<file path="src/rtl/se_acc_pkg.sv">
package se_acc_pkg;

    typedef enum logic [1:0] {
        ST_READ_ARRAY = 2'd0,
        ST_COLLECT    = 2'd1,
        ST_ERASING    = 2'd2
    } se_state_t;

endpackage

</file>
<file path="src/rtl/se_window_timer.sv">
module se_window_timer #(
    parameter int unsigned WINDOW_CYCLES = 6_250_000
) (
    input  logic clk,
    input  logic rst_n,
    input  logic run,
    input  logic restart,
    output logic expired
);
    localparam int unsigned CNT_W = (WINDOW_CYCLES > 1) ? $clog2(WINDOW_CYCLES) : 1;
    localparam logic [CNT_W-1:0] LAST = CNT_W'(WINDOW_CYCLES - 1);

    logic [CNT_W-1:0] count;

    always_ff @(posedge clk) begin
        if (!rst_n) begin
            count <= '0;
        end else if (!run || restart) begin
            count <= '0;
        end else if (count != LAST) begin
            count <= count + 1'b1;
        end
    end

    always_comb begin
        expired = run && (count == LAST);
    end

    // the quiet-cycle count never runs past the window length
    a_r4_count_bound: assert property (@(posedge clk) disable iff (!rst_n)
        count <= LAST);

endmodule

</file>
<file path="src/rtl/se_lowest_pick.sv">
module se_lowest_pick #(
    parameter int unsigned NUM_SECTORS = 8,
    parameter int unsigned SEC_W       = 3
) (
    input  logic [NUM_SECTORS-1:0] map,
    output logic [SEC_W-1:0]       idx,
    output logic                   any
);
    always_comb begin
        idx = '0;
        for (int i = NUM_SECTORS - 1; i >= 0; i--) begin
            if (map[i]) begin
                idx = SEC_W'(i);
            end
        end
        any = |map;
    end

endmodule

</file>
<file path="src/rtl/se_sector_map.sv">
module se_sector_map #(
    parameter int unsigned NUM_SECTORS = 8,
    parameter int unsigned SEC_W       = 3
) (
    input  logic                   clk,
    input  logic                   rst_n,
    input  logic                   clear_all,
    input  logic                   set_en,
    input  logic [SEC_W-1:0]       set_idx,
    input  logic                   clr_en,
    input  logic [SEC_W-1:0]       clr_idx,
    output logic [NUM_SECTORS-1:0] map
);
    for (genvar g = 0; g < NUM_SECTORS; g++) begin : g_bit
        always_ff @(posedge clk) begin
            if (!rst_n) begin
                map[g] <= 1'b0;
            end else if (clear_all) begin
                map[g] <= 1'b0;
            end else if (set_en && (set_idx == SEC_W'(g))) begin
                map[g] <= 1'b1;
            end else if (clr_en && (clr_idx == SEC_W'(g))) begin
                map[g] <= 1'b0;
            end
        end
    end

endmodule

</file>
<file path="src/rtl/se_erase_collector.sv">
module se_erase_collector
    import se_acc_pkg::*;
#(
    parameter int unsigned NUM_SECTORS   = 8,
    parameter int unsigned WINDOW_CYCLES = 6_250_000,
    localparam int unsigned SEC_W        = (NUM_SECTORS > 1) ? $clog2(NUM_SECTORS) : 1
) (
    input  logic                   clk,
    input  logic                   rst_n,
    input  logic                   cmd_valid,
    input  logic                   cmd_sector_erase,
    input  logic [SEC_W-1:0]       cmd_sector,
    input  logic                   eng_done,
    output logic [NUM_SECTORS-1:0] sector_map,
    output logic [SEC_W-1:0]       erase_sector,
    output logic                   erase_req,
    output logic                   busy,
    output logic                   dq3_timer
);
    se_state_t state, state_nx;

    logic sector_ok;
    logic accept_se;
    logic abort_req;
    logic win_expired;
    logic pick_any;
    logic clr_now;
    logic last_one;

    always_comb begin
        sector_ok = ({1'b0, cmd_sector} < (SEC_W + 1)'(NUM_SECTORS));
        accept_se = cmd_valid && cmd_sector_erase && sector_ok && (state != ST_ERASING);
        abort_req = cmd_valid && !cmd_sector_erase && (state == ST_COLLECT);
        clr_now   = (state == ST_ERASING) && eng_done && pick_any;
        last_one  = ($countones(sector_map) == 1);
    end

    se_window_timer #(.WINDOW_CYCLES(WINDOW_CYCLES)) u_timer (
        .clk     (clk),
        .rst_n   (rst_n),
        .run     (state == ST_COLLECT),
        .restart (accept_se),
        .expired (win_expired)
    );

    se_sector_map #(.NUM_SECTORS(NUM_SECTORS), .SEC_W(SEC_W)) u_map (
        .clk       (clk),
        .rst_n     (rst_n),
        .clear_all (abort_req),
        .set_en    (accept_se),
        .set_idx   (cmd_sector),
        .clr_en    (clr_now),
        .clr_idx   (erase_sector),
        .map       (sector_map)
    );

    se_lowest_pick #(.NUM_SECTORS(NUM_SECTORS), .SEC_W(SEC_W)) u_pick (
        .map (sector_map),
        .idx (erase_sector),
        .any (pick_any)
    );

    always_comb begin
        state_nx = state;
        unique case (state)
            ST_READ_ARRAY: begin
                if (accept_se) state_nx = ST_COLLECT;               // open
            end
            ST_COLLECT: begin
                if (abort_req)        state_nx = ST_READ_ARRAY;     // abort
                else if (accept_se)   state_nx = ST_COLLECT;        // extend
                else if (win_expired) state_nx = ST_ERASING;        // expire
            end
            ST_ERASING: begin
                if (clr_now && last_one) state_nx = ST_READ_ARRAY;  // finish
            end
            default: state_nx = ST_READ_ARRAY;
        endcase
    end

    always_ff @(posedge clk) begin
        if (!rst_n) state <= ST_READ_ARRAY;
        else        state <= state_nx;
    end

    always_comb begin
        busy      = (state != ST_READ_ARRAY);
        erase_req = (state == ST_ERASING);
        dq3_timer = (state == ST_ERASING);
    end

    // an accepted sector erase command leaves its bit set
    a_r2_set_bit: assert property (@(posedge clk) disable iff (!rst_n)
        accept_se |=> sector_map[$past(cmd_sector)]);

    // an accepted command keeps the window open
    a_r3_window_open: assert property (@(posedge clk) disable iff (!rst_n)
        accept_se |=> (busy && !dq3_timer));

    // a foreign command in the window drops everything
    a_r5_abort_clears: assert property (@(posedge clk) disable iff (!rst_n)
        (state == ST_COLLECT && cmd_valid && !cmd_sector_erase) |=> (sector_map == '0 && !busy));

    // while erasing, the bitmap moves only on done
    a_r6_lockout: assert property (@(posedge clk) disable iff (!rst_n)
        (state == ST_ERASING && !eng_done) |=> $stable(sector_map));

    // done clears the sector that was being erased
    a_r7_done_clears: assert property (@(posedge clk) disable iff (!rst_n)
        (state == ST_ERASING && eng_done) |=> !sector_map[$past(erase_sector)]);

    // the erase target is always a selected sector
    a_r7_target_selected: assert property (@(posedge clk) disable iff (!rst_n)
        erase_req |-> sector_map[erase_sector]);

    // whenever busy, there is still work selected
    a_r8_busy_has_work: assert property (@(posedge clk) disable iff (!rst_n)
        busy |-> (sector_map != '0));

endmodule

</file>
<file path="config.mk">
export PLATFORM = sky130hd
export DESIGN_NAME = se_erase_collector
export DESIGN_NICKNAME = d
export VERILOG_FILES = /design/src/rtl/se_acc_pkg.sv /design/src/rtl/se_window_timer.sv /design/src/rtl/se_lowest_pick.sv /design/src/rtl/se_sector_map.sv /design/src/rtl/se_erase_collector.sv
export SDC_FILE = /design/constraint.sdc
export NUM_CORES = 1
export LEC_CHECK = 0
export ABC_AREA = 1
export CAP_MARGIN = 10
export CORE_ASPECT_RATIO = 0.75
export CORE_UTILIZATION = 45
export DETAILED_ROUTE_END_ITERATION = 12
export PLACE_DENSITY = 0.66
export SYNTH_ARGS = -nofsm -noshare
export SYNTH_HDL_FRONTEND = slang
export SYNTH_SLANG_ARGS = --single-unit
</file>
<file path="constraint.sdc">
create_clock -name clk -period 3.5 [get_ports clk]
set_input_delay 0.525 -clock clk [delete_from_list [all_inputs] [get_ports clk]]
set_output_delay 0.525 -clock clk [all_outputs]
set_load 0.005 [all_outputs]
</file>
# Word-level counts from Yosys, hierarchy flattened
# Cells that the tools add are included.
# op_classes
addsub	8
multipliers	0
div	0
n_lt_le_gt_ge	0
n_eq_ne	23
shift	0
muxes	30
bitwise_logic	1
n_reduce_logical	43
# op_table
cell	n
equality test 3 bit, second input constant	8
logical AND 1 bit	24
two-way mux 3 bit	8
adder 23 x 1 -> 23 bit, second input constant	1
equality test 23 bit, second input constant	1
inequality test 23 bit, second input constant	1
nonzero test 2 bit	9
two-way mux 1 bit	16
equality test 3 x 2 -> 1 bit, second input constant	4
two-way mux 2 bit	5
adder 1 x 1 -> 2 bit	4
OR reduction 8 bit	1
adder 2 x 2 -> 3 bit	2
equality test 3 x 1 -> 1 bit, second input constant	2
zero test 3 bit	2
one-hot mux 2 bit (3 select lines)	1
adder 3 x 3 -> 4 bit	1
equality test 4 x 1 -> 1 bit, second input constant	1
inequality test 2 x 1 -> 1 bit, second input constant	2
inequality test 4 x 3 -> 1 bit, second input constant	1
OR reduction 2 bit	2
AND reduction 3 bit	1
equality test 2 x 1 -> 1 bit, second input constant	1
equality test 2 bit, second input constant	1
other kinds (5)	6
# totals
reg_bits	33
latchBits	0
mem_bits_rw	0
mem_bits_ro	0
out_inout_bits	14
n_memories	0

# Depth between registers and ports, before layout
# Gate-level depths: netlist (run 1).
# logic_depth
depth_word	12
depth_mapped	16
mapped_depth_nobuf	16

# Hierarchy
# Synthesis (run 1) repeated with hierarchy kept, for this count alone.
# unflattened
cells_unflattened	352
area_unflattened_um2	2199.6
# modules_own_cells
module	instances	cells_each	area_each_um2	seq_area_each_um2
se_window_timer	1	212	1352.5	460.4
se_sector_map	1	63	385.4	160.2
se_erase_collector	1	55	362.8	40.0
se_lowest_pick	1	22	98.8	0.0

# Worst setup path after synthesis (run 1)
# OpenSTA, ideal clock, no wires.
# synth_path
path_kind	register to register
startpoint	register u_map.map[0]
endpoint	register state[0]
setup_time_ps	70
arrival_ps	3012
required_ps	3430
path_slack_ps	419
path_stages_with_launch	16
synth_period_minus_slack_ps	3081
cell_sequence	dfxtp_1 > inv_1 > fa_1 > fa_1 > fa_1 > inv_1 > ha_1 > inv_1 > fa_1 > nor2_1 > nand3_1 > a21oi_1 > nand2_1 > nand2_1 > nand4_1 > a21oi_1
# synth_between
elab_chain_cells	7
word_cells_on_any_way	9
# synth_lines
item	line	source
from (decl)	se_sector_map.sv:12	output logic [NUM_SECTORS-1:0] map
from (signal, indexed assignment)	se_sector_map.sv:17	map[g] <= 1'b0;
from (signal, indexed assignment)	se_sector_map.sv:19	map[g] <= 1'b0;
from (signal, indexed assignment)	se_sector_map.sv:21	map[g] <= 1'b1;
adder 1 x 1 -> 2 bit (not written as such)	se_erase_collector.sv:35	last_one = ($countones(sector_map) == 1);
adder 2 x 2 -> 3 bit (not written as such)	se_erase_collector.sv:35	
adder 3 x 3 -> 4 bit (not written as such)	se_erase_collector.sv:35	
equality test 4 x 1 -> 1 bit	se_erase_collector.sv:35	
logical AND 1 bit (*)	se_erase_collector.sv:75	if (clr_now && last_one) state_nx = ST_READ_ARRAY;
inequality test 2 x 1 -> 1 bit (no line) (*)	--	
AND reduction 3 bit (no line) (*)	--	
to (signal assigned)	se_erase_collector.sv:83	else state <= state_nx;
to (decl)	se_erase_collector.sv:20	se_state_t state, state_nx;
# Every way passes the cells marked *; elsewhere a longest branch is shown, timed or not.
# A chain may end at the register's enable or synchronous reset.

# Worst setup path after layout (run 1)
# Ends and elaborated chain as after synthesis.

==> results of run 1 <==
## cells in the final DEF, fill, tap and decap left out, drive strengths merged
master / synthesis / layout
clkdlybuf4s50: 0 / 21
xor2: 2 / 2
a211oi: 1 / 1
fa: 4 / 4
o21ai: 19 / 19
o21bai: 1 / 1
nor3: 2 / 2
and3: 2 / 2
nor2: 39 / 39
clkinv: 1 / 1
and3b: 1 / 1
inv: 53 / 53
a21oi: 30 / 30
clkbuf: 0 / 7
bufinv: 0 / 1
dfxtp: 33 / 33
nand3: 16 / 16
nand4: 16 / 16
ha: 5 / 5
nand2: 58 / 58
o21a: 1 / 1
## worst paths after layout
kind	to	slack, ns	cells after the start
min reg2reg	u_timer.count[17]	0.49	2
min	u_timer.count[17]	0.49	2
max	state[0]	0.23	15
max reg2reg	state[0]	0.23	15
## synth_stat cells
library cell   n  area [um^2]
a211oi_1       1         7.51
a21oi_1       29          145
a21oi_2        1         8.76
and3_1         2         12.5
and3b_1        1         8.76
buf_4          1         7.51
buf_6          1         11.3
clkinv_1       1         3.75
dfxtp_1       33          661
fa_1           4         80.1
ha_1           5         62.6
inv_1         48          180
inv_2          5         18.8
nand2_1       53          199
nand2_2        5         31.3
nand3_1       13         65.1
nand3_2        2         20.0
nand3_4        1         17.5
nand4_1       16          100
nor2_1        32          120
nor2_2         1         6.26
nor2_4         6         67.6
nor3_1         1         5.00
nor3_4         1         16.3
o21a_1         1         7.51
o21ai_0       16         80.1
o21ai_1        3         15.0
o21bai_1       1         7.51
xor2_1         2         17.5
## cells by family after synthesis
group / count (synthesis)
and+or+nand+nor: 134
xor gates and xnor gates: 2
adders and majority gates: 9
DFF: 33
buffers and inverters: 56
AOI/OAI and AO/OA: 52
## where the power goes
group          internal (mW)  switching (mW)  leakage [nW]
logic                 0.0434          0.0571         0.597
clock network          0.232           0.143        0.0585
registers              0.381         0.00472         0.266
## area by class of cell
type	count	share of cell area, %
inverters	54	8.59
repair buffers	21	8.91
clock buffers	7	3.66
clock inverters	1	1.27
flip-flops and latches	33	28.0
multi-input cells	197	46.7
well taps	55	2.92
## sequential cells by signal, summed over array words and instances, names as in the netlist
register       cells
state              2
u_map.map          8
u_timer.count     23
## worst register-to-register path: cells and delay by family (launching register included)
kind	cells	cell delay [ns]
adders and majority gates	5	1.98
and+or+nand+nor	5	0.40
DFF	1	0.37
AOI/OAI and AO/OA	2	0.25
buffers and inverters	3	0.21
## routing by layer
layer	wire length [um]	up-vias	part of all wire [%]	global-route usage (%)
met5	0	-	0	0
met4	58	0	1.4	8.73
met3	353	5	8.4	5.54
met2	1590	39	38	27.2
met1	2190	784	52	29.6
li1	-	971	-	-
## metrics by stage
| stage | utilization, % | hold WS [ns] | std cells | total power [mW] |
|---|---|---|---|---|
| after floorplan | - | 0.451 | 286 | 0.455 |
| after global placement | 54.3 | 0.468 | 360 | 0.494 |
| after detailed placement | 54.3 | 0.473 | 360 | 0.495 |
| after CTS | 57.2 | 0.487 | 368 | 0.870 |
| after global routing | 57.2 | 0.510 | 368 | 0.896 |
| final | 57.2 | 0.490 | 368 | 0.862 |
## what timing repair did
action,CTS,global route
setup buffers,0,0
hold endpoints to repair,0,0
endpoints found under the setup margin,0,2
hold buffers,0,0
resized for setup,0,1
==> out/results.txt, run 1 <==
die area = 0.00468 mm^2
setup TNS = 0 ns
grt ovf = 0
input/output buffers = 21
Synth-to-Final Area Change = 19.0%
Sequential Area = 661 um^2
clock skew = 0.00816 ns
count of final max-slew check failures = 0
Critical Path AT = 3.48 ns
worst-path fanout max = 6
leakage power = 0.922 nW
hold crit path type = flop to flop
placer's final routability congestion estimate = 0.866
Tmin final = 3.27 ns
Reg clk slew, reported paths = 0.07 ns
Placement Rows = 20
synthesized flop and latch total = 33
Max-slew headroom = 55.8%
Worst EP required = 3.72 ns
status = finished, final reports clean
Synth cell types = 29
Avg Vias per Cell = 4.89
Max IR drop VDD = 0.000194 V
vias in the first global route = 1555
Clock Sink Count = 33
final setup margin = 0.233 ns
Antenna Cells = 0
Fin. Hold Viols = 0
Top Ports = 22
Compound-Gate Fraction of Synth Area = 13.7%
min-delay src = u_timer.count[17]
Root Driver = clkbuf_8
initial antenna violation count = 0
Final nets = 329
# DRC = 0
Crit. End Element = flop
MaxCap Viol Count = 0
CTS tree = built
Synth Area in Adders = 7.19%
CP Cell Sequence = inv_2, fa_1, fa_1, fa_1, inv_1, ha_1, inv_1, fa_1, nor2_1, nand3_1, a21oi_1, nand2_1, nand2_1, nand4_1, a21oi_1
startpoint types = flop
Syn Inst Count = 286
DIE HEIGHT = 59.5 um
vias = 1799
critical path class = flop to flop
RSZ-0062 raised after global routing = no
synthesized area = 0.00198 mm^2
Core ar. = 0.00413 mm^2
XOR/XNOR share of the synthesized area = 0.883%
Slowest-stage cell, CP = fa_1
share of cells above drive strength 1 = 9.58%
first-pass GRT wire length = 7060 um
TritonRoute pass-1 iters = 4
Mapped Nets = 303
Post-DRT Antenna Nets = 0
Seq/Total Area, Yosys = 33.3%
Setup Viol. Count Final = 0
DP Wirelength = 3300 um
Tcrit/Tclk final = 93.3%
DRT iter0 DRCs = 107
fillers = 396
largest net degree at the start of global routing = 17
Setup WS pre-CTS = 0.226 ns
clock latency on the worst-skew pair = 0.29 ns
final instance area = 0.00236 mm^2
Slew @ Worst Pin = 0.659 ns
Worst path max stage delay = 0.56 ns
WP buf/inv = 3
Largest delay share family, worst path = adder cells
detailed-route wire length per cell = 11.4 um
warnings from Yosys = 0
r2r startpoint = u_map.map[0]
cell area after placement = 0.00224 mm^2
post-synthesis simple-gate area fraction = 33.8%
pwr dens = 365 mW/mm^2
main combinational cell family by area after synthesis = simple AND/OR/NAND/NOR gates
clock tree buffer depth = 2
worst setup path start = u_map.map[0]
most frequent cell on the critical path = fa_1
area of the multi-input gates = 0.00110 mm^2
GRT Total Usage = 20.2%
Initial Utilization = 48.0%
Inserted Clock Buffers = 5
max frequency = 306 MHz
die width = 78.7 um
Synth Area per Inst = 6.93 um^2
Routed WL = 4190 um
H-tree levels = 2
post-synthesis mux area share = 0%
(Power assumes the default switching activity.)
==> run 2: changes to the inputs <==
CELL_PAD_IN_SITES_DETAIL_PLACEMENT = 0   (was unset)
CELL_PAD_IN_SITES_GLOBAL_PLACEMENT = 2   (was unset)
CORE_UTILIZATION = 31   (was 45)
PLACE_DENSITY = unset   (was 0.66)
PLACE_DENSITY_LB_ADDON = 0.1   (was unset)
==> out/results.txt, run 2 (synthesized netlist as in run 1, its figures left out) <==
Crit. End Element = flop
worst hold path endpoint = u_timer.count[8]
Worst path max stage delay = 0.57 ns (about the same)
DP Wirelength = 3760 um (+14%)
die area = 0.00672 mm^2 (+44%)
MaxCap Viol Count = 0 (unchanged)
final setup margin = 0.272 ns (+0.0391 ns)
Antenna Cells = 0 (unchanged)
# hold bufs at CTS = 0 (unchanged)
GRT Total Usage = 16.4% (-3.8 points)
Root Driver = clkbuf_8
Slowest-stage cell, CP = fa_1
startpoint types = flop
H-tree levels = 2 (unchanged)
post-CTS sizing = 0 (unchanged)
Worst EP required = 3.71 ns (about the same)
Avg Vias per Cell = 4.62 (-5.4%)
detailed-route wire length per cell = 12.3 um (+8.0%)
Top Ports = 22 (unchanged)
Max-slew headroom = 50.1% (-5.7 points)
Core ar. = 0.00598 mm^2 (+45%)
vias = 1799 (unchanged)
Final nets = 329 (unchanged)
Inserted Clock Buffers = 5 (unchanged)
initial antenna violation count = 0 (unchanged)
Seq pwr share = 51.4% (+6.6 points)
Largest regs = u_timer.count (23), u_map.map (8), state (2)
pwr dens = 321 mW/mm^2 (-12%)
status = finished, final reports clean
largest net degree at the start of global routing = 17 (unchanged)
Setup WS pre-CTS = 0.298 ns (+0.0729 ns)
Fin. Hold Viols = 0 (unchanged)
cell-internal power = 555 uW (-15%)
CP Cell Sequence = inv_1, fa_1, fa_1, fa_1, inv_1, ha_1, inv_1, fa_1, nor2_1, nand3_1, a21oi_1, nand2_1, nand2_1, nand4_1, a21oi_1
hold crit path type = flop to flop
leakage power = 0.903 nW (-2.0%)
fin util = 39.3% (-18 points)
grt ovf = 0 (unchanged)
Reg clk slew, reported paths = 0.07 ns (about the same)
critical path class = flop to flop
Sw Share = 26.2% (+2.4 points)
min-delay src = u_timer.count[8]
FF-to-FF setup slack = 0.27 ns (+0.04 ns)
input/output buffers = 21 (unchanged)
Clk pwr share = 35.0% (-8.5 points)
worst hold margin = 0.490 ns (-0.000193 ns)
most common cell after layout, fill and taps aside = nand2_1
clock latency on the worst-skew pair = 0.28 ns (about the same)
DRT iter0 DRCs = 83 (-22%)
worst-path fanout max = 6 (unchanged)
Critical Path AT = 3.44 ns (-0.04 ns)
Initial Utilization = 33.2% (-15 points)
Biggest register = u_timer.count
Net Sw Power = 197 uW (-3.9%)
Comb power frac = 13.6% (+1.9 points)
DIE HEIGHT = 71.3 um (+20%)
die width = 94.4 um (+20%)
most frequent cell on the critical path = fa_1
fillers = 630 (+59%)
WP buf/inv = 3 (unchanged)
Slew @ Worst Pin = 0.744 ns (+0.0845 ns)
Setup Viol. Count Final = 0 (unchanged)
Clock Sink Count = 33 (unchanged)
Synth-to-Final Area Change = 18.3%
setup TNS = 0 ns (unchanged)
Routed WL = 4790 um (+14%)
placer's final routability congestion estimate = 0.795 (-8.2%)
count of final max-slew check failures = 0 (unchanged)
Post-DRT Antenna Nets = 0 (unchanged)
share of cells above drive strength 1 = 9.00% (-0.58 points)
clock skew = 0.0109 ns (+0.00273 ns)
TritonRoute pass-1 iters = 4 (unchanged)
r2r startpoint = u_map.map[0]
CTS tree = built
vias in the first global route = 1737 (+12%)
first-pass GRT wire length = 8410 um (+19%)
postcts setup bufs = 0 (unchanged)
RSZ-0062 raised after global routing = no
most frequent cells in the layout = nand2_1, inv_1, dfxtp_1
number of flip-flops in the largest register = 23 (unchanged)
Largest delay share family, worst path = adder cells
max frequency = 310 MHz (+1.2%)
hold path cells = 2 (unchanged)
clock tree buffer depth = 2 (unchanged)
Placement Rows = 24 (+20%)
Reg2Reg Depth = 15 (unchanged)
Max IR drop VDD = 0.000165 V (-15%)
RR Endpoint = state[0]
Tmin final = 3.23 ns (-0.0391 ns)
# DRC = 0 (unchanged)
Tcrit/Tclk final = 92.2% (-1.1 points)
[run 2: cell count changes in the layout (fill, tap and decap cells not counted), sizes merged]
cell	before	now
bufinv	1	0
clkbuf	7	5
clkinv	1	2
[run 2: layout make-up]
| type | count | area (um^2) | share of cell area (%) |
|---|---|---|---|
| multi-input cells | 197 | 1100 | 46.9 |
| flip-flops and latches | 33 | 661 | 28.2 |
| repair buffers | 21 | 210 | 8.96 |
| inverters | 54 | 203 | 8.64 |
| well taps | 78 | 97.6 | 4.16 |
| clock buffers | 5 | 68.8 | 2.93 |
| clock inverters | 1 | 5.00 | 0.213 |
[run 2: worst max path at each step]
stage,end,startpoint,cells past startpoint,slack (ns)
after floorplan,state[0],u_map.map[0],15,0.42
after global routing,state[1],u_map.map[0],16,0.01
after detailed placement,state[0],u_map.map[0],15,0.30
final,state[0],u_map.map[0],15,0.27
after global placement,state[1],u_map.map[0],16,0.31
after CTS,state[0],u_map.map[0],15,0.28
[run 2: routing by layer]
metal  GRT usage, %  up-vias  routed length, um
li1               -      971                  -
met1           25.4      796               2820
met2           22.5       28               1740
met3           3.72        4                190
met4           4.10        0                 42
met5              0        -                  0
[run 2: stage by stage]
stage	instance area [um^2]	total power [mW]	instances
finish	2350	0.752	389
global route	2350	0.800	389
CTS	2350	0.767	389
detailed placement	2270	0.498	383
global placement	2270	0.500	383
floorplan	1980	0.455	286
[run 2: worst register-to-register path: stages (launching register included)]
cell	delay [ns]
dfxtp_1	0.35
inv_1	0.12
fa_1	0.57
fa_1	0.43
fa_1	0.43
inv_1	0.06
ha_1	0.15
inv_1	0.06
fa_1	0.38
nor2_1	0.09
nand3_1	0.07
a21oi_1	0.12
nand2_1	0.06
nand2_1	0.07
nand4_1	0.08
a21oi_1	0.11
[run 2: power groups by stage]
stage,Combinational (mW),Clock (mW),Sequential [mW]
after global placement,0.104,0,0.395
after CTS,0.103,0.278,0.386
after global routing,0.117,0.296,0.387
final,0.102,0.263,0.386
after detailed placement,0.102,0,0.395
after floorplan,0.0614,0,0.394
==> run 3: changes to the inputs <==
CTS_CLUSTER_SIZE = 25   (was unset)
PLACE_DENSITY_LB_ADDON = 0.3   (was 0.1)
==> out/results.txt, run 3 (synthesized netlist as in run 1, its figures left out) <==
status = finished, final reports clean
Slew @ Worst Pin = 0.753 ns (+0.00954 ns)
Slowest-stage cell, CP = fa_1
share of cells above drive strength 1 = 9.27% (+0.26 points)
Post-DRT Antenna Nets = 0 (unchanged)
fin util = 39.6% (+0.34 points)
Biggest register = u_timer.count
fin cells = 391 (+0.51%)
clock skew = 0.00408 ns (-0.00681 ns)
hold path cells = 2 (unchanged)
RR Endpoint = state[0]
vias in the first global route = 1738 (+0.058%)
Reg clk slew, reported paths = 0.06 ns (about the same)
largest net degree at the start of global routing = 12 (-5)
setup TNS = 0 ns (unchanged)
detailed-route wire length per cell = 12.2 um (-0.51%)
Root Driver = clkbuf_8
WP buf/inv = 3 (unchanged)
Setup Viol. Count Final = 0 (unchanged)
most frequent cell on the critical path = fa_1
Max IR drop VDD = 0.000111 V (-33%)
Crit. End Element = flop
input/output buffers = 21 (unchanged)
post-CTS sizing = 0 (unchanged)
die area = 0.00672 mm^2 (unchanged)
worst hold margin = 0.487 ns (-0.00334 ns)
hold crit path type = flop to flop
Reg2Reg Depth = 15 (unchanged)
Sw Share = 25.5% (-0.68 points)
instance count on the critical path = 15 (unchanged)
worst-path fanout max = 6 (unchanged)
Antenna Cells = 0 (unchanged)
cell area after placement = 0.00228 mm^2 (+0.33%)
Top Ports = 22 (unchanged)
FF-to-FF setup slack = 0.24 ns (-0.03 ns)
H-tree levels = 2 (unchanged)
Synth-to-Final Area Change = 19.3%
postcts setup bufs = 0 (unchanged)
Initial Utilization = 33.2% (unchanged)
die width = 94.4 um (unchanged)
MaxCap Viol Count = 0 (unchanged)
Net Sw Power = 199 uW (+1.1%)
placed cells = 384 (+0.26%)
first-pass GRT wire length = 8210 um (-2.4%)
Setup WS pre-CTS = 0.248 ns (-0.0503 ns)
final setup margin = 0.240 ns (-0.0324 ns)
max frequency = 307 MHz (-0.99%)
Avg Vias per Cell = 4.65 (+0.48%)
Worst path max stage delay = 0.56 ns (about the same)
DP Wirelength = 3710 um (-1.1%)
vias = 1817 (+1.0%)
Design Power = 781 uW (+3.8%)
Clk pwr share = 37.2% (+2.2 points)
Routed WL = 4790 um (unchanged)
# DRC = 0 (unchanged)
critical path class = flop to flop
number of flip-flops in the largest register = 23 (unchanged)
Placement Rows = 24 (unchanged)
most frequent cells in the layout = nand2_1, inv_1, dfxtp_1
Clock Sink Count = 33 (unchanged)
Max-slew headroom = 49.5% (-0.64 points)
Fin. Hold Viols = 0 (unchanged)
pwr dens = 330 mW/mm^2 (+2.9%)
Largest delay share family, worst path = adder cells
Worst EP required = 3.71 ns (about the same)
worst hold path endpoint = u_map.map[1]
# hold bufs at CTS = 0 (unchanged)
clock latency on the worst-skew pair = 0.28 ns (about the same)
count of final max-slew check failures = 0 (unchanged)
final instance area = 0.00237 mm^2 (+0.85%)
CTS tree = built
placer's final routability congestion estimate = 0.802 (+0.93%)
grt ovf = 0 (unchanged)
leakage power = 0.913 nW (+1.1%)
DRT iter0 DRCs = 103 (+24%)
initial antenna violation count = 0 (unchanged)
most common cell after layout, fill and taps aside = nand2_1
GRT Total Usage = 15.9% (-0.52 points)
r2r startpoint = u_map.map[0]
min-delay src = u_map.map[1]
Tcrit/Tclk final = 93.2% (+0.93 points)
TritonRoute pass-1 iters = 4 (unchanged)
RSZ-0062 raised after global routing = no
Tmin final = 3.26 ns (+0.0324 ns)
Largest regs = u_timer.count (23), u_map.map (8), state (2)
Inserted Clock Buffers = 5 (unchanged)
clock tree buffer depth = 2 (unchanged)
cell-internal power = 582 uW (+4.8%)
Core ar. = 0.00598 mm^2 (unchanged)
Critical Path AT = 3.47 ns (+0.03 ns)
CP Cell Sequence = inv_1, fa_1, fa_1, fa_1, inv_1, ha_1, inv_1, fa_1, nor2_1, nand3_1, a21oi_1, nand2_1, nand2_1, nand4_1, a21oi_1
DIE HEIGHT = 71.3 um (unchanged)
Seq pwr share = 49.5% (-1.9 points)
startpoint types = flop
Final nets = 330 (+0.30%)
Comb power frac = 13.2% (-0.4 points)
-- run 3: cell types whose count changed in the layout (fill, tap and decap cells not counted) --
cell and change:
clkbuf_1 +1, buf_4 +1, clkbuf_8 +1, clkinv_2 -1
-- run 3: cell type report --
class | instances | area, um^2
repair buffers | 22 | 218
clock buffers | 7 | 86.3
multi-input cells | 197 | 1100
well taps | 78 | 97.6
fillers | 663 | 3610
flip-flops and latches | 33 | 661
inverters | 54 | 203
-- run 3: worst max path at each step --
stage                  from        to  slack [ns]
2_1_floorplan  u_map.map[0]  state[0]        0.42
3_3_place_gp   u_map.map[0]  state[1]        0.33
4_1_cts        u_map.map[0]  state[0]        0.24
3_5_place_dp   u_map.map[0]  state[0]        0.25
5_1_grt        u_map.map[0]  state[0]        0.05
6_report       u_map.map[0]  state[0]        0.24
-- run 3: power by group through the flow --
stage / clock network [mW] / registers, mW / logic, mW
6_report: 0.291 / 0.387 / 0.103
5_1_grt: 0.318 / 0.387 / 0.118
4_1_cts: 0.303 / 0.386 / 0.104
3_5_place_dp: 0 / 0.395 / 0.104
3_3_place_gp: 0 / 0.395 / 0.104
2_1_floorplan: 0 / 0.394 / 0.0614
-- run 3: metal layers --
metal | GRT usage [%] | wire (um) | vias to the layer above
met5 | 0 | 0 | -
met4 | 4.10 | 45 | 0
met3 | 3.93 | 226 | 5
met2 | 20.5 | 1740 | 24
met1 | 25.4 | 2780 | 816
li1 | - | - | 972
-- run 3: worst register-to-register path, cell delays in order (launching register included) --
cell and delay, ns:
dfxtp_1 0.36, inv_1 0.12, fa_1 0.56, fa_1 0.42, fa_1 0.44, inv_1 0.07, ha_1 0.15, inv_1 0.05
fa_1 0.38, nor2_1 0.10, nand3_1 0.07, a21oi_1 0.13, nand2_1 0.06, nand2_1 0.08, nand4_1 0.08, a21oi_1 0.12
